==> src/rtl/tk_pkg.sv <==
package tk_pkg;

    localparam int SEC_W  = 7;
    localparam int MIN_W  = 7;
    localparam int HOUR_W = 6;
    localparam int WDAY_W = 3;
    localparam int DAY_W  = 6;
    localparam int MON_W  = 5;
    localparam int YEAR_W = 8;
    localparam int SEL_W  = 3;

    localparam logic [WDAY_W-1:0] WDAY_LAST = 3'd6;

    typedef enum logic [SEL_W-1:0] {
        F_SEC  = 3'd0,
        F_MIN  = 3'd1,
        F_HOUR = 3'd2,
        F_WDAY = 3'd3,
        F_DAY  = 3'd4,
        F_MON  = 3'd5,
        F_YEAR = 3'd6,
        F_NONE = 3'd7
    } field_e;

    typedef struct packed {
        logic [SEC_W-1:0]  sec;
        logic [MIN_W-1:0]  min;
        logic [HOUR_W-1:0] hour;
    } tk_clock_t;

    typedef struct packed {
        logic [WDAY_W-1:0] wday;
        logic [DAY_W-1:0]  day;
        logic [MON_W-1:0]  mon;
        logic [YEAR_W-1:0] year;
    } tk_date_t;

    typedef struct packed {
        logic                carry;
        logic [HOUR_W-1:0]   val;
    } hour_step_t;

    // Two-digit BCD increment; a units digit of 9 or more rolls into tens.
    function automatic logic [7:0] bcd_inc(input logic [7:0] v);
        logic [3:0] tens;
        logic [3:0] units;
        tens  = v[7:4];
        units = v[3:0];
        if (units >= 4'd9) begin
            tens  = tens + 4'd1;
            units = 4'd0;
        end else begin
            units = units + 4'd1;
        end
        return {tens, units};
    endfunction

    // BCD year divisible by four: (10*t + u) mod 4 == (2*t + u) mod 4.
    function automatic logic is_leap(input logic [7:0] yr);
        logic [1:0] r;
        r = {yr[4], 1'b0} + yr[1:0];
        return (r == 2'd0);
    endfunction

    function automatic logic [7:0] last_day(input logic [7:0] mon, input logic [7:0] yr);
        logic [7:0] d;
        case (mon)
            8'h04, 8'h06, 8'h09, 8'h11: d = 8'h30;
            8'h02:                      d = is_leap(yr) ? 8'h29 : 8'h28;
            default:                    d = 8'h31;
        endcase
        return d;
    endfunction

    // Next hour value in either encoding, with the day carry.
    function automatic hour_step_t hour_next(input logic [HOUR_W-1:0] h, input logic mode24);
        hour_step_t r;
        logic [7:0] h8;
        logic [7:0] lo8;
        logic       pm;
        h8  = {2'b00, h};
        pm  = h[5];
        lo8 = {3'b000, h[4:0]};
        r   = '0;
        if (mode24) begin
            if (h8 >= 8'h23) begin
                r.carry = 1'b1;
                r.val   = '0;
            end else begin
                r.val   = HOUR_W'(bcd_inc(h8));
            end
        end else begin
            if (lo8 == 8'h11) begin
                r.carry = pm;
                r.val   = {~pm, 5'h12};
            end else if (lo8 >= 8'h12) begin
                r.val   = {pm, 5'h01};
            end else begin
                r.val   = {pm, 5'(bcd_inc(lo8))};
            end
        end
        return r;
    endfunction

endpackage

==> src/rtl/tk_step_ctrl.sv <==
module tk_step_ctrl (
    input  logic clk,
    input  logic rst,
    input  logic tick,
    input  logic hold,
    input  logic wr_en,
    input  logic adj_req,
    output logic step,
    output logic adj,
    output logic presc_clr
);

    logic pend_q;
    logic blocked;

    assign blocked = hold | wr_en;
    assign adj     = adj_req & ~wr_en;
    assign step    = ~blocked & ~adj & (tick | pend_q);

    always_ff @(posedge clk) begin
        if (rst) begin
            pend_q    <= 1'b0;
            presc_clr <= 1'b0;
        end else begin
            presc_clr <= adj;
            if (adj)
                pend_q <= 1'b0;
            else if (blocked)
                pend_q <= pend_q | tick;
            else
                pend_q <= 1'b0;
        end
    end

endmodule

==> src/rtl/tk_clock_regs.sv <==
module tk_clock_regs
    import tk_pkg::*;
(
    input  logic              clk,
    input  logic              rst,
    input  logic              step,
    input  logic              adj,
    input  logic              mode_24h,
    input  logic              wr_en,
    input  field_e            wr_sel,
    input  logic [7:0]        wr_data,
    output tk_clock_t         q,
    output logic              day_carry,
    output logic              min_stb,
    output logic              hour_stb
);

    logic [7:0] sec8, min8, sec_inc, min_inc8;
    logic       sec_wrap, min_wrap, min_adv, hr_adv;
    hour_step_t hr_n;

    assign sec8     = {1'b0, q.sec};
    assign min8     = {1'b0, q.min};
    assign sec_inc  = bcd_inc(sec8);
    assign min_inc8 = bcd_inc(min8);
    assign sec_wrap = (sec8 >= 8'h59);
    assign min_wrap = (min8 >= 8'h59);
    assign min_adv  = (step & sec_wrap) | (adj & (sec8 >= 8'h30));
    assign hr_adv   = min_adv & min_wrap;
    assign hr_n     = hour_next(q.hour, mode_24h);
    assign day_carry = hr_adv & hr_n.carry;

    always_ff @(posedge clk) begin
        if (rst) begin
            q        <= '0;
            min_stb  <= 1'b0;
            hour_stb <= 1'b0;
        end else begin
            min_stb  <= min_adv;
            hour_stb <= hr_adv;
            if (wr_en) begin
                case (wr_sel)
                    F_SEC:   q.sec  <= wr_data[SEC_W-1:0];
                    F_MIN:   q.min  <= wr_data[MIN_W-1:0];
                    F_HOUR:  q.hour <= wr_data[HOUR_W-1:0];
                    default: ;
                endcase
            end else begin
                if (adj)
                    q.sec <= '0;
                else if (step)
                    q.sec <= sec_wrap ? '0 : sec_inc[SEC_W-1:0];
                if (min_adv)
                    q.min <= min_wrap ? '0 : min_inc8[MIN_W-1:0];
                if (hr_adv)
                    q.hour <= hr_n.val;
            end
        end
    end

endmodule

==> src/rtl/tk_date_regs.sv <==
module tk_date_regs
    import tk_pkg::*;
(
    input  logic       clk,
    input  logic       rst,
    input  logic       day_carry,
    input  logic       wr_en,
    input  field_e     wr_sel,
    input  logic [7:0] wr_data,
    output tk_date_t   q,
    output logic       day_stb,
    output logic       month_stb
);

    logic [7:0] day8, mon8, day_inc, mon_inc, year_inc, day_end;
    logic       day_wrap, mon_wrap, year_wrap;

    assign day8      = {2'b00, q.day};
    assign mon8      = {3'b000, q.mon};
    assign day_inc   = bcd_inc(day8);
    assign mon_inc   = bcd_inc(mon8);
    assign year_inc  = bcd_inc(q.year);
    assign day_end   = last_day(mon8, q.year);
    assign day_wrap  = (day8 >= day_end);
    assign mon_wrap  = (mon8 >= 8'h12);
    assign year_wrap = (q.year >= 8'h99);

    always_ff @(posedge clk) begin
        if (rst) begin
            q.wday    <= '0;
            q.day     <= 6'h01;
            q.mon     <= 5'h01;
            q.year    <= '0;
            day_stb   <= 1'b0;
            month_stb <= 1'b0;
        end else begin
            day_stb   <= day_carry;
            month_stb <= day_carry & day_wrap;
            if (wr_en) begin
                case (wr_sel)
                    F_WDAY:  q.wday <= wr_data[WDAY_W-1:0];
                    F_DAY:   q.day  <= wr_data[DAY_W-1:0];
                    F_MON:   q.mon  <= wr_data[MON_W-1:0];
                    F_YEAR:  q.year <= wr_data[YEAR_W-1:0];
                    default: ;
                endcase
            end else if (day_carry) begin
                q.wday <= (q.wday >= WDAY_LAST) ? '0 : WDAY_W'(q.wday + 3'd1);
                if (day_wrap) begin
                    q.day <= 6'h01;
                    q.mon <= mon_wrap ? 5'h01 : mon_inc[MON_W-1:0];
                    if (mon_wrap)
                        q.year <= year_wrap ? '0 : year_inc;
                end else begin
                    q.day <= day_inc[DAY_W-1:0];
                end
            end
        end
    end

endmodule

==> src/rtl/bcd_timekeeper.sv <==
module bcd_timekeeper
    import tk_pkg::*;
(
    input  logic       clk,
    input  logic       rst,
    input  logic       tick,
    input  logic       hold,
    input  logic       adj_req,
    input  logic       mode_24h,
    input  logic       wr_en,
    input  logic [2:0] wr_sel,
    input  logic [7:0] wr_data,
    input  logic [2:0] rd_sel,
    output logic [7:0] rd_data,
    output logic       presc_clr,
    output logic       min_stb,
    output logic       hour_stb,
    output logic       day_stb,
    output logic       month_stb
);

    logic      step, adj, day_carry;
    tk_clock_t tq;
    tk_date_t  dq;
    field_e    wsel, rsel;

    logic [SEC_W-1:0]  sec_w;
    logic [HOUR_W-1:0] hour_w;
    logic [DAY_W-1:0]  day_w;

    assign wsel   = field_e'(wr_sel);
    assign rsel   = field_e'(rd_sel);
    assign sec_w  = tq.sec;
    assign hour_w = tq.hour;
    assign day_w  = dq.day;

    tk_step_ctrl u_step (
        .clk       (clk),
        .rst       (rst),
        .tick      (tick),
        .hold      (hold),
        .wr_en     (wr_en),
        .adj_req   (adj_req),
        .step      (step),
        .adj       (adj),
        .presc_clr (presc_clr)
    );

    tk_clock_regs u_clock (
        .clk       (clk),
        .rst       (rst),
        .step      (step),
        .adj       (adj),
        .mode_24h  (mode_24h),
        .wr_en     (wr_en),
        .wr_sel    (wsel),
        .wr_data   (wr_data),
        .q         (tq),
        .day_carry (day_carry),
        .min_stb   (min_stb),
        .hour_stb  (hour_stb)
    );

    tk_date_regs u_date (
        .clk       (clk),
        .rst       (rst),
        .day_carry (day_carry),
        .wr_en     (wr_en),
        .wr_sel    (wsel),
        .wr_data   (wr_data),
        .q         (dq),
        .day_stb   (day_stb),
        .month_stb (month_stb)
    );

    always_comb begin
        case (rsel)
            F_SEC:   rd_data = 8'(tq.sec);
            F_MIN:   rd_data = 8'(tq.min);
            F_HOUR:  rd_data = 8'(tq.hour);
            F_WDAY:  rd_data = 8'(dq.wday);
            F_DAY:   rd_data = 8'(dq.day);
            F_MON:   rd_data = 8'(dq.mon);
            F_YEAR:  rd_data = dq.year;
            default: rd_data = 8'h00;
        endcase
    end

endmodule

==> config.mk <==
export PLATFORM = sky130hd
export DESIGN_NAME = bcd_timekeeper
export DESIGN_NICKNAME = d
export VERILOG_FILES = /design/src/rtl/tk_pkg.sv /design/src/rtl/tk_step_ctrl.sv /design/src/rtl/tk_clock_regs.sv /design/src/rtl/tk_date_regs.sv /design/src/rtl/bcd_timekeeper.sv
export SDC_FILE = /design/constraint.sdc
export NUM_CORES = 1
export LEC_CHECK = 0
export ABC_CLOCK_PERIOD_IN_PS = 3000
export BUFFER_PORTS_ARGS = -buffer_cell sky130_fd_sc_hd__buf_2
export CAP_MARGIN = 20
export CORE_ASPECT_RATIO = 0.8
export CORE_MARGIN = 4
export CORE_UTILIZATION = 50
export CTS_BUF_LIST = sky130_fd_sc_hd__clkbuf_4
export DETAILED_ROUTE_END_ITERATION = 10
export PLACE_DENSITY = 0.68
export SETUP_SLACK_MARGIN = 0.1
export SLEW_MARGIN = 20
export SYNTH_ARGS = -nofsm -noshare
export SYNTH_HDL_FRONTEND = slang
export SYNTH_SLANG_ARGS = --single-unit
==> constraint.sdc <==
create_clock -name clk -period 3 [get_ports clk]
set_input_delay 0.3 -clock clk [delete_from_list [all_inputs] [get_ports clk]]
set_output_delay 0.3 -clock clk [all_outputs]
set_load 0.005 [all_outputs]
# Word level (Yosys, flattened, before mapping)
# Cells that the tools add are included.
[word_totals]
inputBits = 21
output_inout_bits = 13
elab_cells = 167
reg_bits = 48
[op_classes]
n_bitwise = 15
n_eq_ne = 26
muxes = 44
n_reduce_logical = 32
add_sub_neg = 15
magnitude_cmp = 15
[op_table]
columns = ["operator", "count"]
rows = [
  ["two-way mux 7 bit", 8],
  ["one-hot mux 8 bit (7 select lines)", 1],
  ["two-way mux 22 bit", 2],
  ["two-way mux 6 bit", 6],
  ["adder 4 x 1 -> 4 bit (second input constant)", 7],
  ["two-way mux 4 bit", 7],
  [">= comparator 4 bit (second input constant)", 6],
  ["two-way mux 8 bit", 3],
  ["two-way mux 20 bit", 1],
  ["equality test 3 bit (second input constant)", 6],
  ["nonzero test 3 bit", 6],
  ["one-hot mux 8 bit (2 select lines)", 1],
  ["AND reduction 4 bit", 4],
  ["two-way mux 5 bit", 3],
  [">= comparator 7 bit (second input constant)", 2],
  ["!= test 2 x 1 -> 1 bit (second input constant)", 7],
  ["two-way mux 13 bit", 1],
  ["equality test 3 x 2 -> 1 bit (second input constant)", 4],
  ["two-way mux 3 bit", 4],
  ["AND reduction 3 bit", 4],
  ["equality test 5 x 3 -> 1 bit (second input constant)", 2],
  ["equality test 5 bit (second input constant)", 2],
  [">= comparator 5 bit (second input constant)", 2],
  ["AND reduction 2 bit", 5],
  ["other kinds (26)", 53],
]

# Longest topological paths before layout
[logic_depth]
ltp_word = 11
ltp_mapped = 12
depth_no_buf = 12

# Cells and area by module
# From an unflattened synthesis, not the netlist that was laid out.
[hier_totals]
cells_unflattened = 456
hier_area_um2 = 3895.0
[modules_own_cells]
columns = ["module", "cells_per_inst", "n_inst", "area_per_inst_um2"]
rows = [
  ["tk_clock_regs", 198, 1, 1714.1],
  ["tk_date_regs", 195, 1, 1677.9],
  ["bcd_timekeeper", 54, 1, 406.6],
  ["tk_step_ctrl", 9, 1, 96.3],
]

# Worst setup path before layout
# Ideal clock, no wire load.
[synth_timing]
path_kind = "flip-flop to flip-flop"
from = "register u_date.q[8] (netlist name)"
to = "register u_date.q[9] (netlist name)"
setup_ns = 0.086
path_stages_with_launch = 13
synth_period_minus_slack_ns = 2.657
t_required_ns = 2.914
slack_ns = 0.343
arrival_time_ns = 2.571
cell_sequence = "dfxtp_1 -> inv_1 -> ha_1 -> and3_1 -> o21ai_0 -> o211a_1 -> ha_1 -> nor4b_1 -> a2bb2oi_1 -> nor2_1 -> a31oi_2 -> a211oi_1 -> a211oi_1"
[synth_via]
elab_chain_len = 6
word_cells_on_any_way = 18
cone_classes = "add/sub (1); order compare (3); eq/ne (5); mux (6); reduce/logical (3)"
[synth_rtl]
columns = ["element", "line_no", "rtl"]
rows = [
  ["start: declaration", "tk_date_regs.sv:10", "output tk_date_t q,"],
  ["equality test 5 x 3 -> 1 bit, or another cell as far along", "tk_pkg.sv:67", "case (mon)"],
  ["OR reduction 4 bit / two-way mux 4 bit (equally long branches)", "tk_pkg.sv:67, tk_pkg.sv:49", ""],
  ["one-hot mux 8 bit (2 select lines) / two-way mux 5 bit (equally long branches)", "tk_pkg.sv:67, tk_date_regs.sv:51", ""],
  [">= comparator 6 x 8 -> 1 bit / two-way mux 13 bit (equally long branches)", "tk_date_regs.sv:24, tk_date_regs.sv:49", ""],
  ["nonzero test 2 bit (no source line) / two-way mux 22 bit (equally long branches)", "-", ""],
  ["AND reduction 3 bit (no source line) / two-way mux 22 bit (equally long branches)", "-", ""],
]
# Parallel ways exist; a longest one is shown, timed or not. The select of a mux whose other input is x is not followed.
# A chain may end at the register's enable or synchronous reset.

# Worst setup path in the final report
[layout_timing]
from = "register u_date.q[9] (netlist name)"
to = "register u_date.q[4] (netlist name)"
[layout_via]
elab_chain_len = 6
word_cells_on_any_way = 12
cone_classes = "order compare (2); eq/ne (5); mux (1); reduce/logical (4)"
[layout_rtl]
columns = ["element", "line_no", "rtl"]
rows = [
  ["equality test 5 x 3 -> 1 bit, or another cell as far along", "tk_pkg.sv:67", ""],
  ["OR reduction 4 bit", "tk_pkg.sv:67", ""],
  ["one-hot mux 8 bit (2 select lines)", "tk_pkg.sv:67", ""],
  [">= comparator 6 x 8 -> 1 bit", "tk_date_regs.sv:24", "assign day_wrap = (day8 >= day_end);"],
  ["nonzero test 2 bit (no source line)", "-", ""],
  ["AND reduction 5 bit (no source line) (*)", "-", ""],
]
# Every way passes the cells marked *; elsewhere a longest branch is shown, timed or not.

==> out/qor.txt <==
Synth area leaders: dfxtp_1 (26%), ha_1 (12%), a21oi_1 (4.7%), o21ai_0 (4.3%), nor2_1 (3.9%)
Sequential cell fraction of total power: 0.507
RSZ-0062 raised after global routing: no
Initial DRC Count: 256
Gpl congestion: 0.927
Crit-path slowest cell: dfxtp_2
Cell variety after synth: 79
Hold Vio Cnt, Final: 0
P_int: 0.000944 W
Adder-cell share of the synthesized area: 0.118
Actual slew at the worst max-slew pin: 726 ps
Post-Syn Area: 3700 sq um
Largest net degree at the start of global routing: 24
Sw frac: 0.311
Avg Inst Size Synth: 8.23 sq um
Yosys reg bits: 48
Clock latency on the worst-skew pair: 370 ps
Setup Skew: 17.5 ps
WHS: 217 ps
F_max: 0.366 GHz
Drt first pass iters: 5
Vias in the first global route: 3431
Clock transition at path regs: 160 ps
Yosys synthesis warning count: 0
Routed wire length: 10900 um
Setup crit end: u_date.q[4]
Antenna violations before repair: 0
Nets: 539
PD cells: 335 nW/um^2
WP data arrival: 3030 ps
Post-synth EDFFs: 0
Post-route DRC: 0
Clock Sinks: 48
Design area: 4090 sq um
Per-cell routed wire length: 19.1 um
Critical path startpoint: u_date.q[9]
Die area: 8860 sq um
Min-delay worst type: primary input to flop
Vias: 3708
Worst Path Required: 3290 ps
FF-to-FF setup slack: 260 ps
Synth top area share: 0.259
Synth Area in XOR/XNOR: 0.00946
Max Root-Sink Buffers: 2
Htree depth: 2
Total CTS buffers: 5
Rel. slew slack: 0.516
Crit path capture type: flop
Post-Synth Simple-Gate Area: 0.182
Status: finished, final reports clean
Maximum VDD drop: 0.174 mV
Compound-cell area share of the yosys netlist: 0.316
Ys async rst share: 0
Seq/Total Area, Yosys: 0.259
First-pass GRT wire length: 17600 um
Crit-path max cell delay: 400 ps
Die height: 85.0 um
Via density: 6.49
Tmin final: 2740 ps
N_diodes: 0
Sequential cell area: 962 sq um
Area leader, netlist: dfxtp_1
Logic pwr share: 0.194
Leakage: 1.68 nW
Post-synthesis cell count: 450
Clock Power Share: 0.299
P&R area growth vs syn: 10.4%
Sw Pwr: 0.000426 W
Die width: 104 um
Remaining global-route overflow: 0
Final ANT Viol Nets: 0
Largest family of logic cells by synthesized area: compound AO/OA/AOI/OAI gates
# fillers: 685
Core Area: 7030 sq um
Period utilisation layout: 0.912
# port buffers: 33
Footprint of the multi-input gates: 2550 sq um
Worst setup SP type: flop
Post-synth net total: 506
Gr usage total: 0.242
Main synth FF type: dfxtp_1
Core Rows: 27
Slew Viols, Final: 0
RR Endpoint: u_date.q[4]
R2R cell count: 12
Crit path cell chain: ha_1 -> and3_1 -> o21ai_0 -> o211a_1 -> ha_1 -> nor4b_2 -> a2bb2oi_2 -> o31ai_2 -> nand4_1 -> buf_4 -> nand2_1 -> o211a_1
Final setup fails: 0
Critical R2R Launch: u_date.q[9]
Layout cell share with drive strength beyond 1: 0.186
Root Driver: clkbuf_4
CP Max Fanout: 7
CTS tree: done
Post-DP HPWL: 8050 um
Path type of the worst setup path: flop to flop
DP Area: 3950 sq um
Max Cap Viol: 0
Post-synthesis mux area share: 0.0544
I/O Pins: 34
Initial core utilization: 0.527
## per-layer routing
layer | up-vias | routed length (um) | track usage
met1 | 1774 | 5080 | 0.347
met2 | 156 | 4780 | 0.372
li1 | 1758 | - | -
met4 | 0 | 184 | 0.0737
met5 | - | 0 | 0
met3 | 20 | 838 | 0.0403
## state kept, by name, summed over array words and instances, names as in the netlist
register,cells
u_date.q,22
u_clock.min_stb,1
u_step.presc_clr,1
u_step.pend_q,1
u_date.month_stb,1
u_clock.hour_stb,1
u_date.day_stb,1
u_clock.q,20
## layout by cell type (no fill, tap or decap), drive strengths merged, types with 3 or more instances in the layout
cell type	count
o31ai	5
o41ai	4
mux2i	4
o211ai	11
o311ai	4
buf	45
nor2	38
o31a	3
a21o	3
ha	35
a21oi	36
dfxtp	48
nand2b	4
inv	35
nor3	12
clkbuf	6
or2	5
mux2	6
a311oi	3
nand3	13
mux4	4
nand4b	3
o211a	8
nor3b	5
a31oi	12
a211oi	16
nor2b	5
a21boi	3
o21ai	33
and2	3
nand2	26
## worst min-delay path by stage
stage	slack, ps	cells past startpoint	end	from
3_3_place_gp	500	2	u_date.q[20]	u_date.q[20]
4_1_cts	210	3	u_step.presc_clr	adj_req
3_5_place_dp	510	2	u_date.q[20]	u_date.q[20]
2_1_floorplan	450	2	u_step.presc_clr	adj_req
6_report	220	3	u_step.presc_clr	adj_req
5_1_grt	240	3	u_step.pend_q	tick
## power by group through the flow
stage                     sequential [W]  combinational [W]  clock [W]
after detailed placement        0.000707           0.000257          0
after CTS                       0.000693           0.000261   0.000413
after global placement          0.000707           0.000252          0
final                           0.000694           0.000266   0.000410
after global routing            0.000698           0.000293   0.000433
after floorplan                 0.000697           0.000177          0
## cell families (layout without fill, tap and decap cells)
group,count (synthesis),after routing
compound gates,165,165
xor+xnor,4,4
fa+ha+maj,35,35
buf+inv,55,89
flops,48,48
mux,14,14
simple gates,129,129
## cell usage after synthesis, types with 5 or more instances
| master | n |
|---|---|
| a211oi_1 | 16 |
| dfxtp_1 | 48 |
| o211a_1 | 8 |
| a31oi_1 | 9 |
| inv_1 | 35 |
| nor3_1 | 12 |
| nor2_1 | 38 |
| clkbuf_1 | 13 |
| o211ai_1 | 11 |
| mux2_2 | 6 |
| nor2b_1 | 5 |
| nand3_1 | 13 |
| nand2_1 | 26 |
| ha_1 | 35 |
| o21ai_0 | 32 |
| a21oi_1 | 35 |
## final cells by class
cell class / instances / area share
flip-flops and latches: 48 / 0.235
repair buffers: 45 / 0.0624
well taps: 87 / 0.0266
inverters: 36 / 0.0330
multi-input cells: 347 / 0.623
clock inverters: 2 / 0.00857
clock buffers: 6 / 0.0110
## metrics by stage
| stage | cells | util | worst slack, ps | TNS, ps | total power [W] |
|---|---|---|---|---|---|
| floorplan | 450 | - | 343 | 0 | 0.000874 |
| global placement | 559 | 0.562 | 174 | 0 | 0.000958 |
| detailed placement | 559 | 0.562 | -14.9 | -41.4 | 0.000964 |
| CTS | 570 | 0.581 | 152 | 0 | 0.00137 |
| global route | 571 | 0.582 | 109 | 0 | 0.00142 |
| finish | 571 | 0.582 | 265 | 0 | 0.00137 |
## critical path: cells and delay by family, from the launching register on
kind	cells	cell delay, ps
buf+inv	1	160
flops	1	400
simple gates	4	760
fa+ha+maj	2	470
compound gates	5	850
## what timing repair did
action	in CTS	in global routing
hold buffers	0	0
pin swaps	1	3
endpoints found under the hold margin	0	0
gates resized for setup	5	1
setup buffers	3	1
cloned	0	0
setup endpoints to repair	14	14
Power figures use the tool's default switching activity.
